[src/rtl/irq_vec_pkg.sv]
package irq_vec_pkg;

    localparam int unsigned REG_W      = 16;
    localparam int unsigned VEC_W      = $clog2(REG_W + 1);

    localparam int unsigned BUSY_BIT   = 12;
    localparam int unsigned RX_RDY_BIT = 3;
    localparam int unsigned TX_RDY_BIT = 4;
    localparam int unsigned RX_DMA_BIT = 15;
    localparam int unsigned TX_DMA_BIT = 7;

    localparam logic [REG_W-1:0] SW_CLR_MASK = 16'h63E7;
    localparam logic [REG_W-1:0] ENA_MASK    = 16'h63FF;
    localparam logic [REG_W-1:0] DMA_MASK    =
        (REG_W'(1) << RX_DMA_BIT) | (REG_W'(1) << TX_DMA_BIT);
    localparam logic [REG_W-1:0] STORE_MASK  = ~(REG_W'(1) << BUSY_BIT);

    typedef enum logic [1:0] {
        SEL_STAT = 2'd0,
        SEL_ENA  = 2'd1,
        SEL_DMA  = 2'd2,
        SEL_NONE = 2'd3
    } reg_sel_e;

    typedef struct packed {
        logic [REG_W-1:0] set;
        logic [REG_W-1:0] clr;
    } stat_upd_t;

    function automatic logic [REG_W-1:0] sw_clear(input logic hit,
                                                  input logic [REG_W-1:0] data);
        return hit ? (data & SW_CLR_MASK) : '0;
    endfunction

endpackage

[src/rtl/irq_vec_status.sv]
module irq_vec_status
    import irq_vec_pkg::*;
#(
    parameter int unsigned W = REG_W
) (
    input  logic         clk,
    input  logic         rst,
    input  stat_upd_t    upd_i,
    output logic [W-1:0] stat_o
);
    logic [W-1:0] stat_q;

    always_ff @(posedge clk) begin
        if (rst) begin
            stat_q <= '0;
        end else begin
            // a set outranks any clear aimed at the same bit
            stat_q <= ((stat_q & ~upd_i.clr) | upd_i.set) & STORE_MASK;
        end
    end

    assign stat_o = stat_q;

    AST_SET_STICKS: assert property (@(posedge clk) disable iff (rst)
        (|(upd_i.set & STORE_MASK)) |=>
            ((stat_q & $past(upd_i.set) & STORE_MASK) == ($past(upd_i.set) & STORE_MASK)))
        else $error("set event lost");

    AST_BUSY_NOT_HELD: assert property (@(posedge clk) disable iff (rst)
        !stat_q[BUSY_BIT])
        else $error("busy bit stored");

endmodule

[src/rtl/irq_vec_prio.sv]
module irq_vec_prio
    import irq_vec_pkg::*;
#(
    parameter int unsigned W  = REG_W,
    parameter int unsigned VW = VEC_W
) (
    input  logic          clk,
    input  logic          rst,
    input  logic [W-1:0]  pend_i,
    output logic [W-1:0]  grant_o,
    output logic [VW-1:0] vec_o
);
    logic [W:0] below;
    assign below[0] = 1'b0;

    for (genvar i = 0; i < W; i++) begin : g_chain
        assign below[i+1]  = below[i] | pend_i[i];
        assign grant_o[i]  = pend_i[i] & ~below[i];
    end

    always_comb begin
        vec_o = '0;
        for (int i = 0; i < W; i++) begin
            if (grant_o[i]) vec_o = vec_o | VW'(i + 1);
        end
    end

    AST_GRANT_ONEHOT: assert property (@(posedge clk) disable iff (rst)
        $onehot0(grant_o))
        else $error("more than one grant");

    AST_GRANT_IFF_PEND: assert property (@(posedge clk) disable iff (rst)
        (|pend_i) == (vec_o != '0))
        else $error("vector and pending disagree");

endmodule

[src/rtl/irq_vec_dma.sv]
module irq_vec_dma
    import irq_vec_pkg::*;
#(
    parameter int unsigned W = REG_W
) (
    input  logic         clk,
    input  logic         rst,
    input  logic         wr_i,
    input  logic [W-1:0] data_i,
    input  logic         rx_rdy_i,
    input  logic         tx_rdy_i,
    output logic [W-1:0] cfg_o,
    output logic [W-1:0] ena_knock_o,
    output logic         rx_dreq_o,
    output logic         tx_dreq_o
);
    logic [W-1:0] cfg_q;
    logic         rx_q, tx_q;

    always_ff @(posedge clk) begin
        if (rst) begin
            cfg_q <= '0;
            rx_q  <= 1'b0;
            tx_q  <= 1'b0;
        end else begin
            if (wr_i) cfg_q <= data_i & DMA_MASK;
            rx_q <= cfg_q[RX_DMA_BIT] & rx_rdy_i;
            tx_q <= cfg_q[TX_DMA_BIT] & tx_rdy_i;
        end
    end

    always_comb begin
        ena_knock_o = '0;
        if (wr_i) begin
            ena_knock_o[RX_RDY_BIT] = data_i[RX_DMA_BIT];
            ena_knock_o[TX_RDY_BIT] = data_i[TX_DMA_BIT];
        end
    end

    assign cfg_o     = cfg_q;
    assign rx_dreq_o = rx_q;
    assign tx_dreq_o = tx_q;

    AST_RX_DREQ_LAG: assert property (@(posedge clk) disable iff (rst)
        $rose(rx_dreq_o) |-> $past(rx_rdy_i))
        else $error("rx request without ready");

    AST_TX_DREQ_LAG: assert property (@(posedge clk) disable iff (rst)
        $rose(tx_dreq_o) |-> $past(tx_rdy_i))
        else $error("tx request without ready");

endmodule

[src/rtl/irq_vec_unit.sv]
module irq_vec_unit
    import irq_vec_pkg::*;
(
    input  logic             clk,
    input  logic             rst,
    input  logic [REG_W-1:0] evt_i,
    input  logic             bus_busy_i,
    input  logic             wr_en_i,
    input  logic [1:0]       wr_sel_i,
    input  logic [REG_W-1:0] wr_data_i,
    input  logic             vec_rd_i,
    output logic [REG_W-1:0] stat_o,
    output logic [REG_W-1:0] ena_o,
    output logic [REG_W-1:0] dma_o,
    output logic [VEC_W-1:0] vec_o,
    output logic             irq_o,
    output logic             rx_dreq_o,
    output logic             tx_dreq_o
);
    reg_sel_e         sel;
    logic             wr_stat, wr_ena, wr_dma;
    logic [REG_W-1:0] stat_q, ena_q, pend, grant, knock;
    stat_upd_t        upd;

    assign sel     = reg_sel_e'(wr_sel_i);
    assign wr_stat = wr_en_i && (sel == SEL_STAT);
    assign wr_ena  = wr_en_i && (sel == SEL_ENA);
    assign wr_dma  = wr_en_i && (sel == SEL_DMA);

    assign pend = stat_q & ena_q;

    always_comb begin
        upd.set = evt_i;
        upd.clr = sw_clear(wr_stat, wr_data_i);
        if (vec_rd_i) upd.clr = upd.clr | grant;
    end

    irq_vec_status #(.W(REG_W)) u_status (
        .clk    (clk),
        .rst    (rst),
        .upd_i  (upd),
        .stat_o (stat_q)
    );

    irq_vec_prio #(.W(REG_W), .VW(VEC_W)) u_prio (
        .clk     (clk),
        .rst     (rst),
        .pend_i  (pend),
        .grant_o (grant),
        .vec_o   (vec_o)
    );

    irq_vec_dma #(.W(REG_W)) u_dma (
        .clk         (clk),
        .rst         (rst),
        .wr_i        (wr_dma),
        .data_i      (wr_data_i),
        .rx_rdy_i    (stat_q[RX_RDY_BIT]),
        .tx_rdy_i    (stat_q[TX_RDY_BIT]),
        .cfg_o       (dma_o),
        .ena_knock_o (knock),
        .rx_dreq_o   (rx_dreq_o),
        .tx_dreq_o   (tx_dreq_o)
    );

    always_ff @(posedge clk) begin
        if (rst) begin
            ena_q <= '0;
        end else if (wr_ena) begin
            ena_q <= wr_data_i & ENA_MASK;
        end else begin
            ena_q <= ena_q & ~knock;
        end
    end

    assign ena_o  = ena_q;
    assign irq_o  = |pend;
    assign stat_o = stat_q | (REG_W'(bus_busy_i) << BUSY_BIT);

    AST_IRQ_HAS_VEC: assert property (@(posedge clk) disable iff (rst)
        irq_o |-> (vec_o != '0))
        else $error("irq without vector");

    AST_SW_LOCKED: assert property (@(posedge clk) disable iff (rst)
        (wr_stat && !vec_rd_i) |=>
            ((stat_q & $past(stat_q) & ~SW_CLR_MASK) == ($past(stat_q) & ~SW_CLR_MASK)))
        else $error("locked bit cleared by software");

    AST_VEC_CLEARS: assert property (@(posedge clk) disable iff (rst)
        (vec_rd_i && (|grant) && !(|(grant & evt_i))) |=>
            ((stat_q & $past(grant)) == '0))
        else $error("vector read did not acknowledge");

    AST_DMA_MASKS_RX: assert property (@(posedge clk) disable iff (rst)
        (wr_dma && wr_data_i[RX_DMA_BIT]) |=> !ena_q[RX_RDY_BIT])
        else $error("rx ready still enabled");

    AST_DMA_MASKS_TX: assert property (@(posedge clk) disable iff (rst)
        (wr_dma && wr_data_i[TX_DMA_BIT]) |=> !ena_q[TX_RDY_BIT])
        else $error("tx ready still enabled");

endmodule

[config.mk]
export PLATFORM = sky130hd
export DESIGN_NAME = irq_vec_unit
export DESIGN_NICKNAME = d
export VERILOG_FILES = /design/src/rtl/irq_vec_pkg.sv /design/src/rtl/irq_vec_status.sv /design/src/rtl/irq_vec_prio.sv /design/src/rtl/irq_vec_dma.sv /design/src/rtl/irq_vec_unit.sv
export SDC_FILE = /design/constraint.sdc
export NUM_CORES = 1
export LEC_CHECK = 0
export ABC_AREA = 1
export BUFFER_PORTS_ARGS = -buffer_cell sky130_fd_sc_hd__buf_2
export CELL_PAD_IN_SITES_DETAIL_PLACEMENT = 1
export CELL_PAD_IN_SITES_GLOBAL_PLACEMENT = 1
export CORE_MARGIN = 3
export CORE_UTILIZATION = 29
export CTS_CLUSTER_DIAMETER = 150
export DETAILED_ROUTE_END_ITERATION = 16
export GPL_TIMING_DRIVEN = 0
export MAX_ROUTING_LAYER = met4
export PLACE_DENSITY_LB_ADDON = 0.1
export SLEW_MARGIN = 20
export SYNTH_ARGS = -nofsm -noshare
export SYNTH_HDL_FRONTEND = slang
export SYNTH_SLANG_ARGS = --single-unit
export TNS_END_PERCENT = 20
[constraint.sdc]
create_clock -name clk -period 1.26 [get_ports clk]
set_input_delay 0.063 -clock clk [delete_from_list [all_inputs] [get_ports clk]]
set_output_delay 0.063 -clock clk [all_outputs]
set_load 0.02 [all_outputs]
* Word-level counts from Yosys, hierarchy flattened
Cells that the tools add are included.
** Storage, ports and cells
- Register bits after elaboration :: 36
- Latch bits :: 0
- Bits in writable memories :: 0
- Memory bits (read-only) :: 0
- Bits of input ports :: 39
- Output and inout bits :: 56
- Word-level logic and storage cells :: 89
- Memories :: 0
** Operators by class
- Add/sub/neg operators :: 0
- Multipliers :: 0
- Div/mod/pow operators :: 0
- Order comparisons :: 0
- Eq/ne operators :: 2
- Shift operators :: 0
- Muxes and demuxes :: 20
- Bitwise gates (word level) :: 54
- Reduce and logical (&&, ||, !) cells :: 6
** Operator list (number)
- $and 16x16->16 :: 3
- $mux 4 :: 8
- $mux 15 :: 2
- $and 1x1->1 :: 17
- $mux 16 :: 1
- $not 16->16 :: 1
- $not 5->16 :: 1
- $or 15x16->16 :: 1
- $or 16x13->16 :: 1
- $or 16x16->16 :: 1
- $reduce_or 16->1 :: 1
- $not 1->1 :: 15
- $or 1x1->1 :: 14
- $mux 3 :: 4
- $mux 2 :: 3
- $mux 5 :: 1
- $logic_and 1x1->1 :: 3
- $eq 2x1->1 const B :: 1
- $eq 2x2->1 const B :: 1
- $logic_not 2->1 :: 1
- $reduce_or 2->1 :: 1
- $mux 1 :: 1

* Logic depth before layout (Yosys ltp)
- Depth after elaboration :: 22
- Gate-level depth with buffers :: 8
- Depth with buffers taken out :: 8

* Hierarchy
From an unflattened synthesis, not the netlist that was laid out.
** Second synthesis, totals
- Cells, all modules :: 374
- Area total of the unflattened synthesis :: 2253.4 um2
** Modules (own cells, without submodules)
- irq_vec_unit :: instances 1, cells an instance 184, area each 1009.7 um2, seq. area each 320.3 um2
- irq_vec_status :: instances 1, cells an instance 78, area each 566.8 um2, seq. area each 300.3 um2
- irq_vec_dma :: instances 1, cells an instance 49, area each 359.1 um2, seq. area each 80.1 um2
- irq_vec_prio :: instances 1, cells an instance 63, area each 317.8 um2, seq. area each 0.0 um2

* Worst setup path after synthesis
Ideal clock, no wire load.
- Path type :: register to output
- Start point :: register u_status.stat_q[0], in the netlist u_status.stat_o[0]
- End point :: output port vec_o[1]
- Arrival :: 1.260 ns
- Required time :: 1.197 ns
- Slack :: -0.063 ns
- Stages on the path, launching flop included :: 8
- Path buffers :: 0
- Path through :: dfxtp_1 -> nand2_2 -> nand2_4 -> nor2_8 -> nand2_1 -> nand3_1 -> nor3_1 -> nand3_1
** On the way
- Cells in the longest elaborated chain, start to end :: 18
- Elaborated cells on any way between the ends :: 45
- Those cells by class :: mux (15); bitwise (30)
** RTL lines
- from (decl) :: RTL line irq_vec_status.sv:11 : logic [W-1:0] stat_q;
- from (signal assigned) :: RTL line irq_vec_status.sv:18 : stat_q <= ((stat_q & ~upd_i.clr) | upd_i.set) & STORE_MASK;
- $and 16x16->16 * :: RTL line irq_vec_unit.sv:30 : assign pend = stat_q & ena_q;
- $not 1->1 / $or 1x1->1 (equally long branches) :: RTL line irq_vec_prio.sv:18, irq_vec_prio.sv:17
- $and 1x1->1, or another cell as far along :: RTL line irq_vec_prio.sv:18 : assign grant_o[i] = pend_i[i] & ~below[i];
- $mux 2, or another cell as far along :: RTL line irq_vec_prio.sv:24 : if (grant_o[i]) vec_o = vec_o | VW'(i + 1);
- $mux 2 / $or 1x1->1 (equally long branches) :: RTL line irq_vec_prio.sv:24, irq_vec_prio.sv:17
- $mux 3, or another cell as far along (3 in series) :: RTL line irq_vec_prio.sv:24
- $mux 3 / $or 1x1->1 (equally long branches) :: RTL line irq_vec_prio.sv:24, irq_vec_prio.sv:17
- $mux 4, or another cell as far along (3 in series) :: RTL line irq_vec_prio.sv:24
- $mux 4 / $or 1x1->1 (equally long branches) :: RTL line irq_vec_prio.sv:24, irq_vec_prio.sv:17
- $mux 4, or another cell as far along (2 in series) :: RTL line irq_vec_prio.sv:24
- $mux 4 / $and 1x1->1 (equally long branches) :: RTL line irq_vec_prio.sv:24, irq_vec_prio.sv:18
- $mux 4 * :: RTL line irq_vec_prio.sv:24
- $mux 5 * :: RTL line irq_vec_prio.sv:24
- to (decl) :: RTL line irq_vec_unit.sv:15 : output logic [VEC_W-1:0] vec_o,
Mark *: on every way between the ends. The rest lies on a longest branch, timed or not.

* Worst setup path in the final report
- Start point :: register ena_q[0], in the netlist ena_o[0]
- End point :: output port vec_o[1]
** On the way
- Cells in the longest elaborated chain, start to end :: 18
- Elaborated cells on any way between the ends :: 45
- Those cells by class :: mux (15); bitwise (30)
** RTL lines
- from (decl) :: RTL line irq_vec_unit.sv:22 : logic [REG_W-1:0] stat_q, ena_q, pend, grant, knock;
- from (signal assigned) :: RTL line irq_vec_unit.sv:70 : ena_q <= wr_data_i & ENA_MASK;
- from (signal assigned) :: RTL line irq_vec_unit.sv:72 : ena_q <= ena_q & ~knock;
- $and 16x16->16 * :: RTL line irq_vec_unit.sv:30
- $not 1->1 / $or 1x1->1 (equally long branches) :: RTL line irq_vec_prio.sv:18, irq_vec_prio.sv:17
- $and 1x1->1, or another cell as far along :: RTL line irq_vec_prio.sv:18
- $mux 2, or another cell as far along :: RTL line irq_vec_prio.sv:24
- $mux 2 / $or 1x1->1 (equally long branches) :: RTL line irq_vec_prio.sv:24, irq_vec_prio.sv:17
- $mux 3, or another cell as far along (3 in series) :: RTL line irq_vec_prio.sv:24
- $mux 3 / $or 1x1->1 (equally long branches) :: RTL line irq_vec_prio.sv:24, irq_vec_prio.sv:17
- $mux 4, or another cell as far along (3 in series) :: RTL line irq_vec_prio.sv:24
- $mux 4 / $or 1x1->1 (equally long branches) :: RTL line irq_vec_prio.sv:24, irq_vec_prio.sv:17
- $mux 4, or another cell as far along (2 in series) :: RTL line irq_vec_prio.sv:24
- $mux 4 / $and 1x1->1 (equally long branches) :: RTL line irq_vec_prio.sv:24, irq_vec_prio.sv:18
- $mux 4 * :: RTL line irq_vec_prio.sv:24
- $mux 5 * :: RTL line irq_vec_prio.sv:24
Marked as above.

==> flow_summary.ini <==
[die]
fp-row-count = 26
die-area_mm2 = 0.00653
start_util = 0.308
io_pins = 95
die_w_um = 80.8
die_h_um = 80.8
core_mm2 = 0.00527

[power_and_ir_drop]
power_density_mw_per_mm2 = 1110
ir_drop_v = 0.000611
p_leak_nw = 1.37

[routing]
avgViaCountPerCell = 4.37
dr.pass1.iters = 4
wl_um = 5240
wire_per_inst_um = 12.7
ant_nets = 0
drtIter0Drc = 42
num_vias = 1805
drc = 0

[setup_path]
startpoint_type = flip-flop
path_cells = nand2_4, nand2_4, nor2_8, nand2_2, nor2_4, nand2_1, nand3_2, buf_4
cp.arrival_ps = 1500
slowest_delay_ps = 350
required_ps = 1200
crit_slowest_cell = dfxtp_4
end_kind = primary output
cp_common_cell = nand2_4
worstSetupPathType = flip-flop to primary output
cp_max_fo = 6

[synth]
ys_async_sr_fraction = 0
synth_cell_types = 28
yosysWarnings = 0
synthesis.area_mm2 = 0.00162
ys_ff_latch = 31
synth_area_per_cell_um2 = 6.97
synth_edf_count = 0
synthCells = 233
ys_seq_area_frac = 0.382
synth_ff_type = dfxtp_1

[clock_tree]
cts_root_buf = clkbuf_8
clock_latency_ps = 280
clock_sinks = 31
cts_tree = done
cts_made_buffers = 5
clockBufferDepth = 2
clk_pin_slew_ps = 70
htree_levels = 2

[final_layout]
area_growth_pct = 53.1
antenna_cells = 0
fin_area_mm2 = 0.00249
nFillCells = 705
layout-drive-gt1-share = 0.458
fin_nets = 381

[sta]
slew_headroom = 0.647
hold_viol_final = 0
slew_viol_final = 0
period_needed_ps = 1560
period_share = 1.24
clock-skew-final_ps = 6.73
setup_viol = 7
grt_setup_unrepaired = true
worstMarginPinSlew_ps = 528
worst_slack_ps = -300
max_freq_mhz = 641

[place]
dp_slack_ps = -138
placed_cell_area_mm2 = 0.00214
port_buffers = 69
place_hpwl_um = 3980
gp_congestion = 0.806

[job]
max_cap_violations = 0

[grt]
overflow = 0
track_usage = 0.171
grt_pass1_vias = 1822
grt_max_degree = 11
grt_first_pass_wirelength_um = 8450
antenna_found_initial = 0

[worst_hold_path]
hold_path.class = primary input to flip-flop

[run_status]
status = finished, violations left
violations = setup timing
## critical path, delay by kind of cell (launching register included)
family / cells / cell delay (ps)
flip-flops: 1 / 350
AND/OR/NAND/NOR: 7 / 720
buffers and inverters: 1 / 140
## stage by stage
step,TNS [ps],std cells,hold slack (ps),power (mW),utilization
after floorplan,0,251,184,1.50,-
after global placement,-275,390,268,1.69,0.406
after detailed placement,-390,390,281,1.70,0.406
after CTS,-1630,406,3.40,2.78,0.457
after global routing,-2550,413,16.0,2.91,0.472
final,-1600,413,5.58,2.77,0.472
## cells by family (layout without fill, tap and decap cells)
logic type	count (synthesis)	in the layout	share of synthesized area
simple gates	113	113	0.321
buf+inv	52	144	0.173
compound gates	36	36	0.121
flops	31	31	0.382
other cells	1	19	0.00231
## area by class of cell
type | count | area, µm² | area share
plain buffers | 26 | 184 | 0.0740
clock inverters | 2 | 35.0 | 0.0141
multi-input cells | 168 | 867 | 0.349
flip-flops and latches | 31 | 649 | 0.261
repair buffers | 84 | 483 | 0.194
inverters | 26 | 97.6 | 0.0393
well taps | 70 | 87.6 | 0.0352
clock buffers | 6 | 82.6 | 0.0332
## cell usage in the layout, fill, tap and decap left out, types with 3 or more instances in the layout
| cell | count |
|---|---|
| a21oi_1 | 13 |
| buf_2 | 67 |
| buf_4 | 36 |
| clkbuf_8 | 6 |
| conb_1 | 19 |
| dfxtp_1 | 18 |
| dfxtp_2 | 8 |
| dfxtp_4 | 5 |
| dlygate4sd3_1 | 3 |
| inv_1 | 22 |
| nand2_1 | 39 |
| nand2_2 | 10 |
| nand2_4 | 4 |
| nand3_1 | 11 |
| nor2_1 | 33 |
| nor2_4 | 3 |
| nor3_2 | 3 |
| o211ai_1 | 3 |
| o21ai_0 | 15 |
## worst paths after layout
| check | from | end | slack [ps] | cells past startpoint |
|---|---|---|---|---|
| max | ena_o[0]$_SDFFE_PP0P_ | vec_o[1] | -300 | 8 |
| min | evt_i[11] | u_status.stat_o[11]$_SDFF_PP0_ | 6 | 3 |
| max reg2reg | ena_o[0]$_SDFFE_PP0P_ | u_status.stat_o[14]$_SDFF_PP0_ | -240 | 11 |
| min reg2reg | u_dma.cfg_o[7]$_SDFFE_PP0P_ | u_dma.tx_dreq_o$_SDFF_PP0_ | 450 | 2 |
## state kept, by name, summed over array words and instances (netlist names)
signal	flops
u_dma.cfg_o	2
u_dma.tx_dreq_o	1
u_dma.rx_dreq_o	1
ena_o	12
u_status.stat_o	15
## what timing repair did
item                       CTS  global route
cloned                       0             0
setup endpoints to repair    8            11
resized for setup           26            10
hold endpoints to repair     3             0
pin swaps                    5             7
hold buffers                 3             0
buffers inserted             5             7
## report_power, final
part           leakage (nW)  switching (mW)  internal [mW]
Sequential            0.262          0.0463           1.04
Clock                0.0612           0.381          0.639
Combinational          1.04           0.393          0.268
Total                  1.37           0.820           1.95
## cells in the mapped netlist, types with 2 or more instances
library cell	n	area (µm²)
nand2_1	45	169
nor2_1	35	131
dfxtp_1	31	621
inv_1	23	86.3
buf_4	22	165
o21ai_0	15	75.1
a21oi_1	13	65.1
nand3_1	13	65.1
nand2_2	7	43.8
nor3_1	5	25.0
o211ai_1	3	22.5
buf_2	2	10.0
clkinv_1	2	7.51
nor2_2	2	12.5
o22ai_1	2	12.5
## metal layers
| metal | global-route usage | vias to the layer above | share of wire |
|---|---|---|---|
| li1 | - | 915 | - |
| met1 | 0.216 | 825 | 0.44 |
| met2 | 0.278 | 57 | 0.49 |
| met3 | 0.0377 | 8 | 0.059 |
| met4 | 0.0456 | 0 | 0.0094 |
| met5 | - | - | 0 |
Note: power is estimated with default switching activity, not from simulation.
